[config.mk]
export PLATFORM = sky130hd
export DESIGN_NAME = gpio_dual_bank
export DESIGN_NICKNAME = d
export VERILOG_FILES = /design/src/rtl/gpio_ctl_pkg.sv /design/src/rtl/gpio_sync.sv /design/src/rtl/gpio_bank.sv /design/src/rtl/gpio_dual_bank.sv
export SDC_FILE = /design/constraint.sdc
export NUM_CORES = 1
export LEC_CHECK = 0
export BUFFER_PORTS_ARGS = -buffer_cell sky130_fd_sc_hd__clkbuf_2
export CORE_MARGIN = 2
export CORE_UTILIZATION = 40
export CTS_CLUSTER_SIZE = 10
export DETAILED_ROUTE_END_ITERATION = 7
export PLACE_DENSITY = 0.58
export SYNTH_ARGS = -nofsm -noshare
export SYNTH_HDL_FRONTEND = slang
export SYNTH_SLANG_ARGS = --single-unit
export TNS_END_PERCENT = 5
[constraint.sdc]
create_clock -name clk -period 1.95 [get_ports clk]
set_input_delay 0.0975 -clock clk [delete_from_list [all_inputs] [get_ports clk]]
set_output_delay 0.0975 -clock clk [all_outputs]
set_load 0.005 [all_outputs]
[src/rtl/gpio_ctl_pkg.sv]
`timescale 1ns/1ps
package gpio_ctl_pkg;

  typedef enum logic [2:0] {
    K_LEVEL = 3'd0,
    K_DIR   = 3'd1,
    K_SET   = 3'd2,
    K_CLR   = 3'd3,
    K_RISE  = 3'd4,
    K_FALL  = 3'd5,
    K_STAT  = 3'd6
  } reg_kind_e;

  localparam int unsigned NUM_KINDS = 7;

  // register kind from a word index: upper bits above the bank field
  function automatic logic [15:0] kind_of(input logic [15:0] word, input int unsigned bank_bits);
    return word >> bank_bits;
  endfunction

  // bank number from a word index: the low bank field
  function automatic logic [15:0] bank_of(input logic [15:0] word, input int unsigned bank_bits);
    return word & 16'((32'd1 << bank_bits) - 32'd1);
  endfunction

endpackage

[src/rtl/gpio_sync.sv]
`timescale 1ns/1ps
module gpio_sync #(
  parameter int W = 64
) (
  input  logic         clk,
  input  logic         rst_n,
  input  logic [W-1:0] d,
  output logic [W-1:0] q,
  output logic [W-1:0] q_prev
);
  logic [W-1:0] meta_q;

  always_ff @(posedge clk or negedge rst_n) begin
    if (!rst_n) begin
      meta_q <= '0;
      q      <= '0;
      q_prev <= '0;
    end else begin
      meta_q <= d;
      q      <= meta_q;
      q_prev <= q;
    end
  end
endmodule

[src/rtl/gpio_bank.sv]
`timescale 1ns/1ps
module gpio_bank #(
  parameter int W = 32
) (
  input  logic         clk,
  input  logic         rst_n,
  input  logic         wr_dir,
  input  logic         wr_set,
  input  logic         wr_clr,
  input  logic         wr_rise,
  input  logic         wr_fall,
  input  logic         wr_ack,
  input  logic [W-1:0] wdata,
  input  logic [W-1:0] lvl,
  input  logic [W-1:0] lvl_prev,
  output logic [W-1:0] dir_q,
  output logic [W-1:0] out_q,
  output logic [W-1:0] rise_q,
  output logic [W-1:0] fall_q,
  output logic [W-1:0] stat_q
);
  function automatic logic [W-1:0] edge_hits(input logic [W-1:0] now, input logic [W-1:0] was,
                                             input logic [W-1:0] ren, input logic [W-1:0] fen);
    return (now & ~was & ren) | (~now & was & fen);
  endfunction

  logic [W-1:0] evt;       // enabled edges seen this cycle
  logic [W-1:0] ack_mask;  // status bits being cleared this cycle

  assign evt      = edge_hits(lvl, lvl_prev, rise_q, fall_q);
  assign ack_mask = wr_ack ? wdata : '0;

  always_ff @(posedge clk or negedge rst_n) begin
    if (!rst_n) begin
      dir_q  <= '0;
      out_q  <= '0;
      rise_q <= '0;
      fall_q <= '0;
      stat_q <= '0;
    end else begin
      if (wr_dir)  dir_q  <= wdata;
      if (wr_set)      out_q <= out_q | wdata;
      else if (wr_clr) out_q <= out_q & ~wdata;
      if (wr_rise) rise_q <= wdata;
      if (wr_fall) fall_q <= wdata;
      stat_q <= (stat_q & ~ack_mask) | evt;  // new edge wins over clear
    end
  end

  p_set_r5: assert property (@(posedge clk) disable iff (!rst_n)
    wr_set |=> ((out_q & $past(wdata)) == $past(wdata)));
  p_clr_r5: assert property (@(posedge clk) disable iff (!rst_n)
    wr_clr |=> ((out_q & $past(wdata)) == '0));
  p_edge_r6: assert property (@(posedge clk) disable iff (!rst_n)
    (evt != '0) |=> ((stat_q & $past(evt)) == $past(evt)));
  p_ack_r8: assert property (@(posedge clk) disable iff (!rst_n)
    ((ack_mask != '0) && (evt == '0)) |=> ((stat_q & $past(ack_mask)) == '0));
  p_no_spurious_r7: assert property (@(posedge clk) disable iff (!rst_n)
    (evt == '0) |=> ((stat_q & ~$past(stat_q)) == '0));
endmodule

[src/rtl/gpio_dual_bank.sv]
`timescale 1ns/1ps
module gpio_dual_bank
  import gpio_ctl_pkg::*;
#(
  parameter int BANKS  = 2,
  parameter int BANK_W = 32,
  parameter int ADDR_W = 6
) (
  input  logic                    clk,
  input  logic                    rst_n,
  input  logic                    bus_sel,
  input  logic                    bus_wr,
  input  logic [ADDR_W-1:0]       bus_addr,
  input  logic [BANK_W-1:0]       bus_wdata,
  output logic [BANK_W-1:0]       bus_rdata,
  input  logic [BANKS*BANK_W-1:0] pin_in,
  output logic [BANKS*BANK_W-1:0] pin_out,
  output logic [BANKS*BANK_W-1:0] pin_oe,
  output logic                    irq
);
  localparam int NPINS = BANKS * BANK_W;
  localparam int BB    = $clog2(BANKS);
  localparam int BIW   = (BB == 0) ? 1 : BB;

  logic [NPINS-1:0] lvl, lvl_prev;
  logic [15:0]      word, kind, bank;
  logic [BIW-1:0]   bidx;
  logic             we, mapped, stat_wr;

  logic [BANKS-1:0][BANK_W-1:0] dir_a, out_a, rise_a, fall_a, stat_a;

  gpio_sync #(.W(NPINS)) u_sync (
    .clk(clk), .rst_n(rst_n), .d(pin_in), .q(lvl), .q_prev(lvl_prev)
  );

  assign word    = 16'(bus_addr[ADDR_W-1:2]);
  assign kind    = kind_of(word, BB);
  assign bank    = bank_of(word, BB);
  assign bidx    = bank[BIW-1:0];
  assign mapped  = (kind < 16'(NUM_KINDS)) && (bank < 16'(BANKS));
  assign we      = bus_sel && bus_wr && mapped;
  assign stat_wr = we && (kind == 16'(K_STAT));

  for (genvar b = 0; b < BANKS; b++) begin : g_bank
    logic bw;
    assign bw = we && (bank == 16'(b));
    gpio_bank #(.W(BANK_W)) u_bank (
      .clk(clk), .rst_n(rst_n),
      .wr_dir (bw && (kind == 16'(K_DIR))),
      .wr_set (bw && (kind == 16'(K_SET))),
      .wr_clr (bw && (kind == 16'(K_CLR))),
      .wr_rise(bw && (kind == 16'(K_RISE))),
      .wr_fall(bw && (kind == 16'(K_FALL))),
      .wr_ack (bw && (kind == 16'(K_STAT))),
      .wdata(bus_wdata),
      .lvl(lvl[b*BANK_W +: BANK_W]),
      .lvl_prev(lvl_prev[b*BANK_W +: BANK_W]),
      .dir_q(dir_a[b]), .out_q(out_a[b]), .rise_q(rise_a[b]),
      .fall_q(fall_a[b]), .stat_q(stat_a[b])
    );
  end

  always_comb begin
    bus_rdata = '0;
    if (mapped) begin
      case (kind[2:0])
        K_LEVEL: bus_rdata = lvl[bidx*BANK_W +: BANK_W];
        K_DIR:   bus_rdata = dir_a[bidx];
        K_RISE:  bus_rdata = rise_a[bidx];
        K_FALL:  bus_rdata = fall_a[bidx];
        K_STAT:  bus_rdata = stat_a[bidx];
        default: bus_rdata = '0;
      endcase
    end
  end

  assign pin_oe  = dir_a;
  assign pin_out = out_a;
  assign irq     = |stat_a;

  p_irq_fall_r9: assert property (@(posedge clk) disable iff (!rst_n)
    $fell(irq) |-> $past(stat_wr));
  p_unmapped_r10: assert property (@(posedge clk) disable iff (!rst_n)
    (bus_sel && bus_wr && !mapped) |=> ($stable(dir_a) && $stable(out_a) &&
                                        $stable(rise_a) && $stable(fall_a)));
endmodule

==> After elaboration in Yosys (flattened, before gate mapping) <==
Index checks and enable logic that the tools add are counted.
{ "totals": {"wordCells": 86, "regBits": 512} }
{ "op_classes": {"n_shift": 1, "n_reduce_logical": 22, "n_eq_ne": 6, "magnitude_cmp": 3, "n_bitwise": 25, "muxes": 16} }
{ "op_table": {"columns": ["operator", "count"], "rows": [
  ["$mux W32", 15],
  ["$and A32 B32 Y32", 12],
  ["$not A32 Y32", 7],
  ["$or A32 B32 Y32", 6],
  ["$pmux W32 S5", 1],
  ["$reduce_or A64 Y1", 1],
  ["$shiftx A64 B7 Y32", 1],
  ["$logic_and A1 B1 Y1", 17],
  ["$logic_not A16 Y1", 1],
  ["$eq A3 B3 Y1 const B", 3],
  ["$eq A3 B2 Y1 const B", 2],
  ["$lt A1 B2 Y1 const B", 2],
  ["$reduce_bool A2 Y1", 2],
  ["$eq A3 B1 Y1 const B", 1],
  ["$logic_not A3 Y1", 1],
  ["$lt A3 B3 Y1 const B", 1]
]} }

==> Logic depth before layout (Yosys ltp) <==
Gate-level depths: netlist of the first run.
{ "logic_depth": {"ltp_word": 9, "depth_mapped": 6} }

==> By module <==
Synthesis of the first run repeated with hierarchy kept, for this count alone.
{ "unflattened": {"cells_unflattened": 1498, "area_unflattened_um2": 21713.3} }
{ "by_module_without_submodules": {"columns": ["mod", "instances", "area_per_inst_um2", "seq_area_each_um2", "cells_per_inst"], "rows": [
  ["gpio_bank", 2, 7021.7, 4003.8, 469],
  ["gpio_sync", 1, 4804.6, 4804.6, 192],
  ["gpio_dual_bank", 1, 2865.2, 0.0, 368]
]} }

==> Worst setup path before layout of the first run <==
Ideal clock, no wire load.
{ "synth_timing": {"path_kind": "register to output", "start": "register g_bank[1].u_bank.stat_q[29]", "end": "output port irq", "slack_ps": 593, "path_buffers": 0, "required_ps": 1852, "t_arrival_ps": 1260, "stages_incl_launch_ff": 4, "path_cell_list": "dfrtp_1 > nor4_1 > nand4_1 > or4_1"} }
{ "synth_via": {"elab_chain_cells": 1} }
{ "synth_rtl": {"columns": ["element", "line", "text"], "rows": [
  ["from (decl)", "gpio_bank.sv:20", "output logic [W-1:0] stat_q"],
  ["from (signal assigned)", "gpio_bank.sv:46", "stat_q <= (stat_q & ~ack_mask) | evt;"],
  ["$reduce_or A64 Y1", "gpio_dual_bank.sv:79", "assign irq = |stat_a;"],
  ["to (decl)", "gpio_dual_bank.sv:19", "output logic irq"]
]} }
Every way passes these cells.

==> Final worst setup path of the first run <==
{ "layout_timing": {"start": "register g_bank[0].u_bank.stat_q[22]", "end": "output port irq"} }
{ "layout_via": {"elab_chain_cells": 1} }
{ "layout_rtl": {"columns": ["element", "line"], "rows": [
  ["from (decl)", "gpio_bank.sv:20"],
  ["from (signal assigned)", "gpio_bank.sv:46"],
  ["$reduce_or A64 Y1", "gpio_dual_bank.sv:79"]
]} }
Every way passes these cells.

==> results.yml, run 1 <==
status:
  outcome: "complete, but fails checks"
  violations: "setup timing"
grt:
  grt_pass1_vias: 15100
  grt_usage_pct: 22.1
  grt_overflow_total: 0
  grt_max_degree: 67
  grt_pass1_wl_mm: 91.5
  antenna_found_initial: 3
flow_run:
  cap_violations: 0
pwr:
  power.total_mw: 26.2
  p_leak_nw: 12.4
  ir_drop_mv: 0.664
  powerDensity_nw_per_um2: 988
final_layout:
  nets: 2118
  area_growth_syn_to_layout_pct: 25.1
  layout-drive-gt1-share_pct: 30.8
  final_cell_mix: "500 x dfrtp_1, 261 x clkbuf_2, 180 x mux2i_1, 152 x mux2_2, 128 x nand3_1"
  num_antenna_cells: 0
  final_common_cell: "dfrtp_1"
synthesis:
  synth_seq_cells: 512
  ys.flop_type: "dfrtp_1"
  ys_types: 29
  synth_nets: 1738
  avgSynthCellArea_um2: 13.0
  synth.area.top_cells: "dfrtp_1 60%, mux2i_1 9.1%, mux2_2 8.1%"
  synth_edf_count: 0
  synthesis.area_um2: 21200
  yosysSeqAreaShare_pct: 60.3
  synth_largest_area_cell: "dfrtp_1"
  synth_cells: 1632
  synth.top_cell.area_share_pct: 60.3
  async_flop_share_pct: 100
  yosysWarningCount: 0
timing:
  setup_slack_ps: -451
  hold_violations: 0
  fmaxAchievable_ghz: 0.416
  worst_pin_slew_ps: 1090
  setup_tns_ps: -797
  setup-violations-final: 9
  slew-limit-headroom_pct: 26.9
  rsz0062_at_grt: "yes"
  fin_crit_ps: 2400
  fin_skew_ps: 9.53
  fin_crit_sh_pct: 123
  drv_slew: 0
clock_network:
  numCtsBuffers: 58
  cts.sinks: 512
  clk_path_buf_depth: 3
  htreeDepth: 2
  root_buffer: "clkbuf_16"
  clk_latency_ps: 600
  tritoncts: "done"
  clk_pin_slew_ps: 60
route:
  drt-total-wl_mm: 60.3
  drtIter0Drc: 807
  via_per_inst: 5.37
  vias: 14600
  ant_nets: 0
  avgRoutedWirePerCell_um: 22.2
  first_pass_iters: 6
  drc: 0
floorplan:
  rows: 84
  core_area_um2: 52600
  initial_core_util_pct: 40.4
  die_y_um: 234
  dieArea_um2: 54900
  io_pins: 267
  die_w_um: 234
placement:
  port_buffers: 264
  hpwl_mm: 39.0
  pre_cts_slack_ps: -72.4
  gp_congestion: 0.789
setup_path:
  end_kind: "primary output"
  critPathLaunchType: "register"
  worstPathRequired_ps: 1850
  crit_type: "register to primary output"
  critPathMaxFanout: 2
  arrival_ps: 2300
worst_hold_path:
  hold_path_class: "input pin to register"
worst max-delay path: stages, from the launching register on:
cell and delay (ps):
dfrtp_2 450, nor4_4 310, buf_4 150, nand4_1 180
or4_1 440, clkbuf_2 150
cell usage after synthesis (9+ instances only):
cell and count:
dfrtp_1 512, mux2i_1 192, mux2_2 152, nand3_1 128
mux2_1 72, nand3b_1 66, a21o_1 64, nand2_1 64
o21ai_0 64, o22ai_1 64, buf_2 51, clkbuf_1 44
or3_1 33, inv_1 32, nor2_1 32, nor4_1 16
buf_6 12, buf_4 9
metrics by stage:
| step | instances | util [%] | cell area (um2) | hold WS, ps |
|---|---|---|---|---|
| after floorplan | 1632 | - | 21200 | -198 |
| after global placement | 2537 | 45.2 | 23700 | 58.1 |
| after detailed placement | 2537 | 45.2 | 23700 | 63.8 |
| after CTS | 2710 | 50.3 | 26400 | 22.4 |
| after global routing | 2714 | 50.5 | 26600 | 71.0 |
| final | 2714 | 50.5 | 26600 | 74.1 |
kinds of logic after synthesis:
logic type	count (synthesis)	synth area share, %
DFF	512	60.3
muxes	416	20.9
and+or+nand+nor	359	9.48
AOI/OAI and AO/OA	192	5.66
buffers and inverters	153	3.59
per-layer routing:
layer  routed length [um]  global-route usage [%]  up-vias
met2                28200                    35.0      382
met1                27500                    31.0     7510
met5                   36                       0        -
met3                 3090                    3.98      101
met4                 1450                    6.82        6
li1                     -                       -     6570
path summary, 6_finish.rpt:
check	to	slack, ps	start	cells past startpoint
worst min register to register	u_sync.q[7]	340	u_sync.meta_q[7]	0
worst max register to register	g_bank[0].u_bank.stat_q[22]	960	u_sync.q[22]	3
max in group asynchronous	u_sync.meta_q[8]	450	rst_n	4
worst max-delay path	irq	-450	g_bank[0].u_bank.stat_q[22]	5
worst min-delay path	register	70	bus_addr[3]	3
min in group asynchronous	u_sync.meta_q[40]	540	rst_n	3
final cells by class:
type,count,area (um2)
sequential,512,12800
clock inverter,5,43.8
tap,688,861
clock buffer,69,1500
timing repair buffer,441,3270
multi-input combinational,967,7940
inverter,32,120
fill,4566,26000
power breakdown:
part | total, mW | switching, mW | internal (mW)
sequential | 13.1 | 1.12 | 12.0
combinational | 3.74 | 1.77 | 1.97
clock | 9.38 | 4.05 | 5.33
total | 26.2 | 6.94 | 19.3
timing repair:
action                                 in CTS  in global routing
hold buffers                               99                  0
setup buffers                               0                  4
resized for setup                          36                 21
pin swaps                                  13                 20
setup endpoints to repair                  22                 32
endpoints found under the hold margin     892                  0
(Power assumes the default switching activity.)
==> run 2: changes to the inputs <==
CORE_UTILIZATION = 60   (was 40)
PLACE_DENSITY = 0.81   (was 0.58)
==> run 2 against run 1 <==
Net effect:
- total power decreased by 0.78%
- via count increased by 3.5%
- the run still ends with setup timing left
- worst setup slack improved by 52 ps
- combinational power about the same
- non-clock buffer count decreased by 10
- final cell count decreased by 9.2%
- sequential power about the same
- maximum frequency increased by 2.2%
- highest routed layer unchanged
- sequential cell count unchanged
- critical endpoint unchanged
==> results.yml, run 2 (same netlist as run 1, synthesis figures left out) <==
placement:
  gp_congestion: 0.852
  hpwl_mm: 35.9
  port_buffers: 264
status:
  outcome: "complete, but fails checks"
  violations: "setup timing"
floorplan:
  initial_core_util_pct: 61.2
  die_w_um: 192
  rows: 68
  die_y_um: 192
  dieArea_um2: 36900
  io_pins: 267
  core_area_um2: 34700
route:
  first_pass_iters: 5
  ant_nets: 0
  vias: 15100
  via_per_inst: 6.12
  drtIter0Drc: 1156
  drt-total-wl_mm: 57.7
  drc: 0
  avgRoutedWirePerCell_um: 23.4
final_layout:
  fill_cells: 2149
  area_growth_syn_to_layout_pct: 22.4
  final_cell_mix: "508 x dfrtp_1, 262 x clkbuf_2, 187 x mux2i_1, 152 x mux2_2, 128 x nand3_1"
  final_common_cell: "dfrtp_1"
  utilization_pct: 74.9
  nets: 2107
  layout-drive-gt1-share_pct: 29.5
grt:
  grt_util_met1_pct: 42.3
  use_met3_pct: 6.32
  use_met2_pct: 51.6
  top_usage_layer: "met2"
  grt_usage_pct: 31.8
  grt_pass1_vias: 16000
  antenna_found_initial: 4
  grt_max_degree: 95
  grt_pass1_wl_mm: 89.2
  grt_overflow_total: 0
timing:
  drv_slew: 0
  hold_violations: 0
  fmaxAchievable_ghz: 0.426
  slew-limit-headroom_pct: 65.3
  setup-violations-final: 5
  rsz0062_at_grt: "yes"
  fin_skew_ps: 11.7
  setup_slack_ps: -399
  fin_crit_sh_pct: 120
  worst_pin_slew_ps: 520
  fin_crit_ps: 2350
flow_run:
  cap_violations: 0
clock_network:
  numCtsBuffers: 57
  clk_pin_slew_ps: 60
  clk_path_buf_depth: 3
  root_buffer: "clkbuf_16"
  clk_latency_ps: 600
  tritoncts: "done"
  htreeDepth: 2
  cts.sinks: 512
pwr:
  p_leak_nw: 12.3
  powerDensity_nw_per_um2: 1000
  power.total_mw: 26.0
  ir_drop_mv: 0.854
setup_path:
  critPathMaxFanout: 3
  end_kind: "primary output"
  crit_type: "register to primary output"
  arrival_ps: 2250
  critPathLaunchType: "register"
  worstPathRequired_ps: 1850
worst_hold_path:
  hold_path_class: "input pin to asynchronous set/reset pin"
run 2: changes by cell type in the layout (fill, tap and decap cells not counted), sizes merged:
cell / delta
diode: +2
clkbuf: -4
buf: -10
clkinv: -1
inv: -1
dlygate4sd3: -2
run 2: routing by layer:
metal	vias to the layer above	part of all wire, %
met2	695	48
met1	7677	41
met4	4	3.7
met3	162	7.4
li1	6542	-
met5	-	0.050
run 2: final timing paths:
| check | start | end | slack [ps] | cells past startpoint |
|---|---|---|---|---|
| worst max-delay path | g_bank[0].u_bank.stat_q[23] | irq | -400 | 4 |
| worst min-delay path | rst_n | g_bank[0].u_bank.dir_q[14] | 20 | 2 |
| worst max register to register | u_sync.q[49] | g_bank[1].u_bank.stat_q[17] | 960 | 3 |
| worst min register to register | u_sync.meta_q[7] | u_sync.q[7] | 340 | 0 |
| max in group asynchronous | rst_n | asynchronous set/reset pin | 1060 | 3 |
| min in group clk | bus_addr[3] | register | 60 | 3 |
run 2: per-stage QoR:
stage               instance area (um2)  hold slack (ps)  setup TNS, ps  setup slack (ps)  instances
global route                      26000             35.0          -1010              -446       2464
floorplan                         21200             -198              0               593       1632
detailed placement                23300             59.4              0              61.9       2297
finish                            26000             23.5           -512              -399       2465
global placement                  23300             53.8              0              59.5       2297
CTS                               25900             15.6           -563              -438       2463
run 2: power by group:
| part | internal [mW] | switching (mW) | leakage, nW |
|---|---|---|---|
| registers | 12.0 | 1.12 | 6.05 |
| clock network | 5.24 | 3.97 | 0.740 |
| logic | 1.92 | 1.80 | 5.50 |
| total | 19.2 | 6.89 | 12.3 |
run 2: repair_timing:
action | 4_1_cts | 5_1_grt
endpoints found under the setup margin | 9 | 24
pin swaps | 11 | 13
hold buffers | 97 | 0
hold endpoints to repair | 887 | 0
resized for setup | 15 | 15
buffers inserted | 3 | 0
run 2: cell type report:
class / count / area [um2] / share of cell area (%)
Timing Repair Buffer: 431 / 3140 / 12.1
Multi-Input combinational cell: 967 / 7830 / 30.1
Inverter: 32 / 120 / 0.462
Tap cell: 455 / 569 / 2.19
Clock inverter: 3 / 41.3 / 0.159
Clock buffer: 63 / 1470 / 5.65
Antenna cell: 2 / 5.00 / 0.0193
Sequential cell: 512 / 12800 / 49.3
run 2: worst max-delay path, stage by stage (launching register included):
cell and delay (ps):
dfrtp_1 430, nor4_2 320, nand4_1 210, or4_4 550, clkbuf_2 140
==> run 3: changes to the inputs <==
BUFFER_PORTS_ARGS = not set   (was -buffer_cell sky130_fd_sc_hd__clkbuf_2)
DONT_BUFFER_PORTS = 1   (was not set)
PLACE_DENSITY = 0.75   (was 0.81)
SYNTH_HIERARCHICAL = 1   (was not set)
==> run 3 against run 2 <==
Net effect:
- the run ends with hold timing, setup timing left
- via count shrank 12%
- hold slack lost 820 ps
- synthesized cell count shrank 8.2%
- register-to-register slack gained 60 ps
- utilization shrank 5.9 points
- clock skew shrank 2.7 ps
- sequential cell count is the same
==> results.yml, run 3 <==
status:
  outcome: "complete, but fails checks"
  violations: "hold timing, setup timing"
final_layout:
  final_cell_mix: "512 x dfrtp_1, 180 x mux2_4, 160 x mux2i_1, 128 x nand2_1, 96 x dlygate4sd3_1"
  fill_cells: 2416
  layout-drive-gt1-share_pct: 23.7
  area_growth_syn_to_layout_pct: 12.9
  final_common_cell: "dfrtp_1"
  utilization_pct: 68.9
  finish.instance_area_um2: 24500
  multiInputGateArea_um2: 8210
  nets: 1721
  regArea_um2: 12800
route:
  ant_nets: 0
  avgRoutedWirePerCell_um: 26.0
  vias: 13300
  drt-total-wl_mm: 54.3
  drtIter0Drc: 916
  first_pass_iters: 5
  drc: 0
  via_per_inst: 6.36
setup_path:
  reg2reg_depth: 3
  end_kind: "primary output"
  crit_path_max_incr_delay_ps: 580
  r2r_end: "g_bank[0].u_bank/stat_q[14]"
  arrival_ps: 2190
  critPathMaxFanout: 3
  cp.buffers_inverters: 0
  critPathLaunchType: "register"
  slowest_stage: "or4_4"
  worstPathRequired_ps: 1850
  crit_chain: "nor4_1 -> nand4_1 -> or4_4"
  r2r-start: "g_bank[0].u_bank/stat_q[14]"
  reg2reg_slack_ps: 1020
  crit_type: "register to primary output"
  critPathTopFamily: "simple AND/OR/NAND/NOR gates"
timing:
  drv_slew: 0
  fin_skew_ps: 9.05
  setup_slack_ps: -335
  worst_pin_slew_ps: 976
  fin_crit_sh_pct: 117
  slew-limit-headroom_pct: 34.9
  holdWs_ps: -797
  fmaxAchievable_ghz: 0.438
  fin_crit_ps: 2280
  setup-violations-final: 1
  hold_violations: 512
  rsz0062_at_grt: "yes"
synthesis:
  synth_edf_count: 0
  yosysMostFrequentCell: "dfrtp_1"
  synthTopCellsByCount: "512 x dfrtp_1, 180 x mux2_4, 160 x mux2i_1, 128 x nand2_1, 67 x nand3b_1"
  synth_seq_cells: 512
  yosysSeqAreaShare_pct: 59.0
  synth_largest_area_cell: "dfrtp_1"
  synth_nets: 1604
  async_flop_share_pct: 100
  ys.flop_type: "dfrtp_1"
  synth.area.top_cells: "dfrtp_1 59%, mux2_4 12%, mux2i_1 7.4%"
  yosysWarningCount: 6
  avgSynthCellArea_um2: 14.5
  synth_cells: 1498
  ys_types: 23
  synthesis.area_um2: 21700
  synth.top_cell.area_share_pct: 59.0
floorplan:
  initial_core_util_pct: 61.0
  die_y_um: 194
  dieArea_um2: 37700
  rows: 69
  die_w_um: 194
  io_pins: 267
  core_area_um2: 35600
pwr:
  ir_drop_mv: 0.881
  p_leak_nw: 10.9
  powerDensity_nw_per_um2: 1040
clock_network:
  htreeDepth: 2
  root_buffer: "clkbuf_16"
  clk_path_buf_depth: 3
  clk_pin_slew_ps: 50
  tritoncts: "done"
  cts.sinks: 512
  numCtsBuffers: 57
  clk_latency_ps: 590
  cts_hold_buf: 96
placement:
  hpwl_mm: 32.9
  port_buffers: 0
  gp_congestion: 0.807
  placement.cell_area_um2: 22000
grt:
  antenna_found_initial: 3
  grt_usage_pct: 28.8
  grt_pass1_wl_mm: 83.8
  grt_overflow_total: 0
  grt_max_degree: 513
  grt_pass1_vias: 14100
worst_hold_path:
  hold_path_class: "input pin to asynchronous set/reset pin"
flow_run:
  cap_violations: 0
==> run 3: changes by cell type after synthesis, sizes merged, moves of 32 or more <==
| cell | delta |
|---|---|
| nand2 | +64 |
| nand3 | -128 |
| a22o | +64 |
| clkbuf | -44 |
| inv | -32 |
| mux2i | -32 |
| a21o | -64 |
| o211ai | +64 |
| a21bo | +64 |
| mux2 | -32 |
| o21ai | -64 |
==> run 3: cell type report <==
class | instances | area share, %
clock buffer | 64 | 6.09
antenna | 2 | 0.0204
clock inverter | 1 | 0.0663
sequential | 512 | 52.2
timing repair buffer | 137 | 5.73
tap | 461 | 2.35
multi-input combinational | 907 | 33.5
==> run 3: cells by family (layout without fill, tap and decap cells) <==
logic type	Yosys count	after routing	share of synthesized area (%)
mux	352	352	20.4
flops	512	512	59.0
other cells	0	2	0
simple gates	299	299	7.06
buf+inv	79	202	3.90
compound gates	256	256	9.59
==> run 3: where the power goes <==
group | internal [mW] | switching (mW)
clock | 5.29 | 3.93
combinational | 1.92 | 1.00
sequential | 12.0 | 1.30
==> run 3: metal layers <==
layer  vias up  share of wire [%]  GRT usage, %
met5         -              0.020         0.255
met4         2                3.1          10.5
met2       492                 48          46.3
met1      6979                 42          39.0
met3       111                6.9          6.23
li1       5674                  -             -
==> run 3: worst register-to-register path: stages (launching register included) <==
cell and delay, ps:
dfrtp_1 390, buf_4 140, a21bo_2 180, o211ai_1 90
==> run 3: metrics by stage <==
| step | setup TNS, ps | power [mW] | hold slack, ps | cells | setup slack (ps) |
|---|---|---|---|---|---|
| floorplan | 0 | 15.3 | -198 | 1498 | 279 |
| global placement | 0 | 15.9 | -188 | 1920 | 110 |
| detailed placement | 0 | 16.0 | -186 | 1920 | 102 |
| CTS | -382 | 25.6 | -818 | 2082 | -382 |
| global route | -397 | 26.4 | -815 | 2084 | -397 |
| finish | -335 | 25.4 | -797 | 2084 | -335 |
==> run 3: worst max path at each step <==
stage / end / startpoint / cells past startpoint / slack, ps
2_1_floorplan: g_bank[0].u_bank/dir_q[10] / bus_addr[5] / 8 / 280
3_3_place_gp: irq / g_bank[1].u_bank/stat_q[7] / 3 / 110
3_5_place_dp: irq / g_bank[0].u_bank/stat_q[20] / 4 / 100
4_1_cts: irq / g_bank[0].u_bank/stat_q[20] / 4 / -380
5_1_grt: irq / g_bank[0].u_bank/stat_q[14] / 4 / -400
6_report: irq / g_bank[0].u_bank/stat_q[30] / 3 / -330
==> run 3: timing repair <==
item | CTS | global route
gates resized for setup | 4 | 7
pin swaps | 2 | 1
hold endpoints to repair | 896 | 512
endpoints found under the setup margin | 1 | 3
setup buffers | 1 | 0
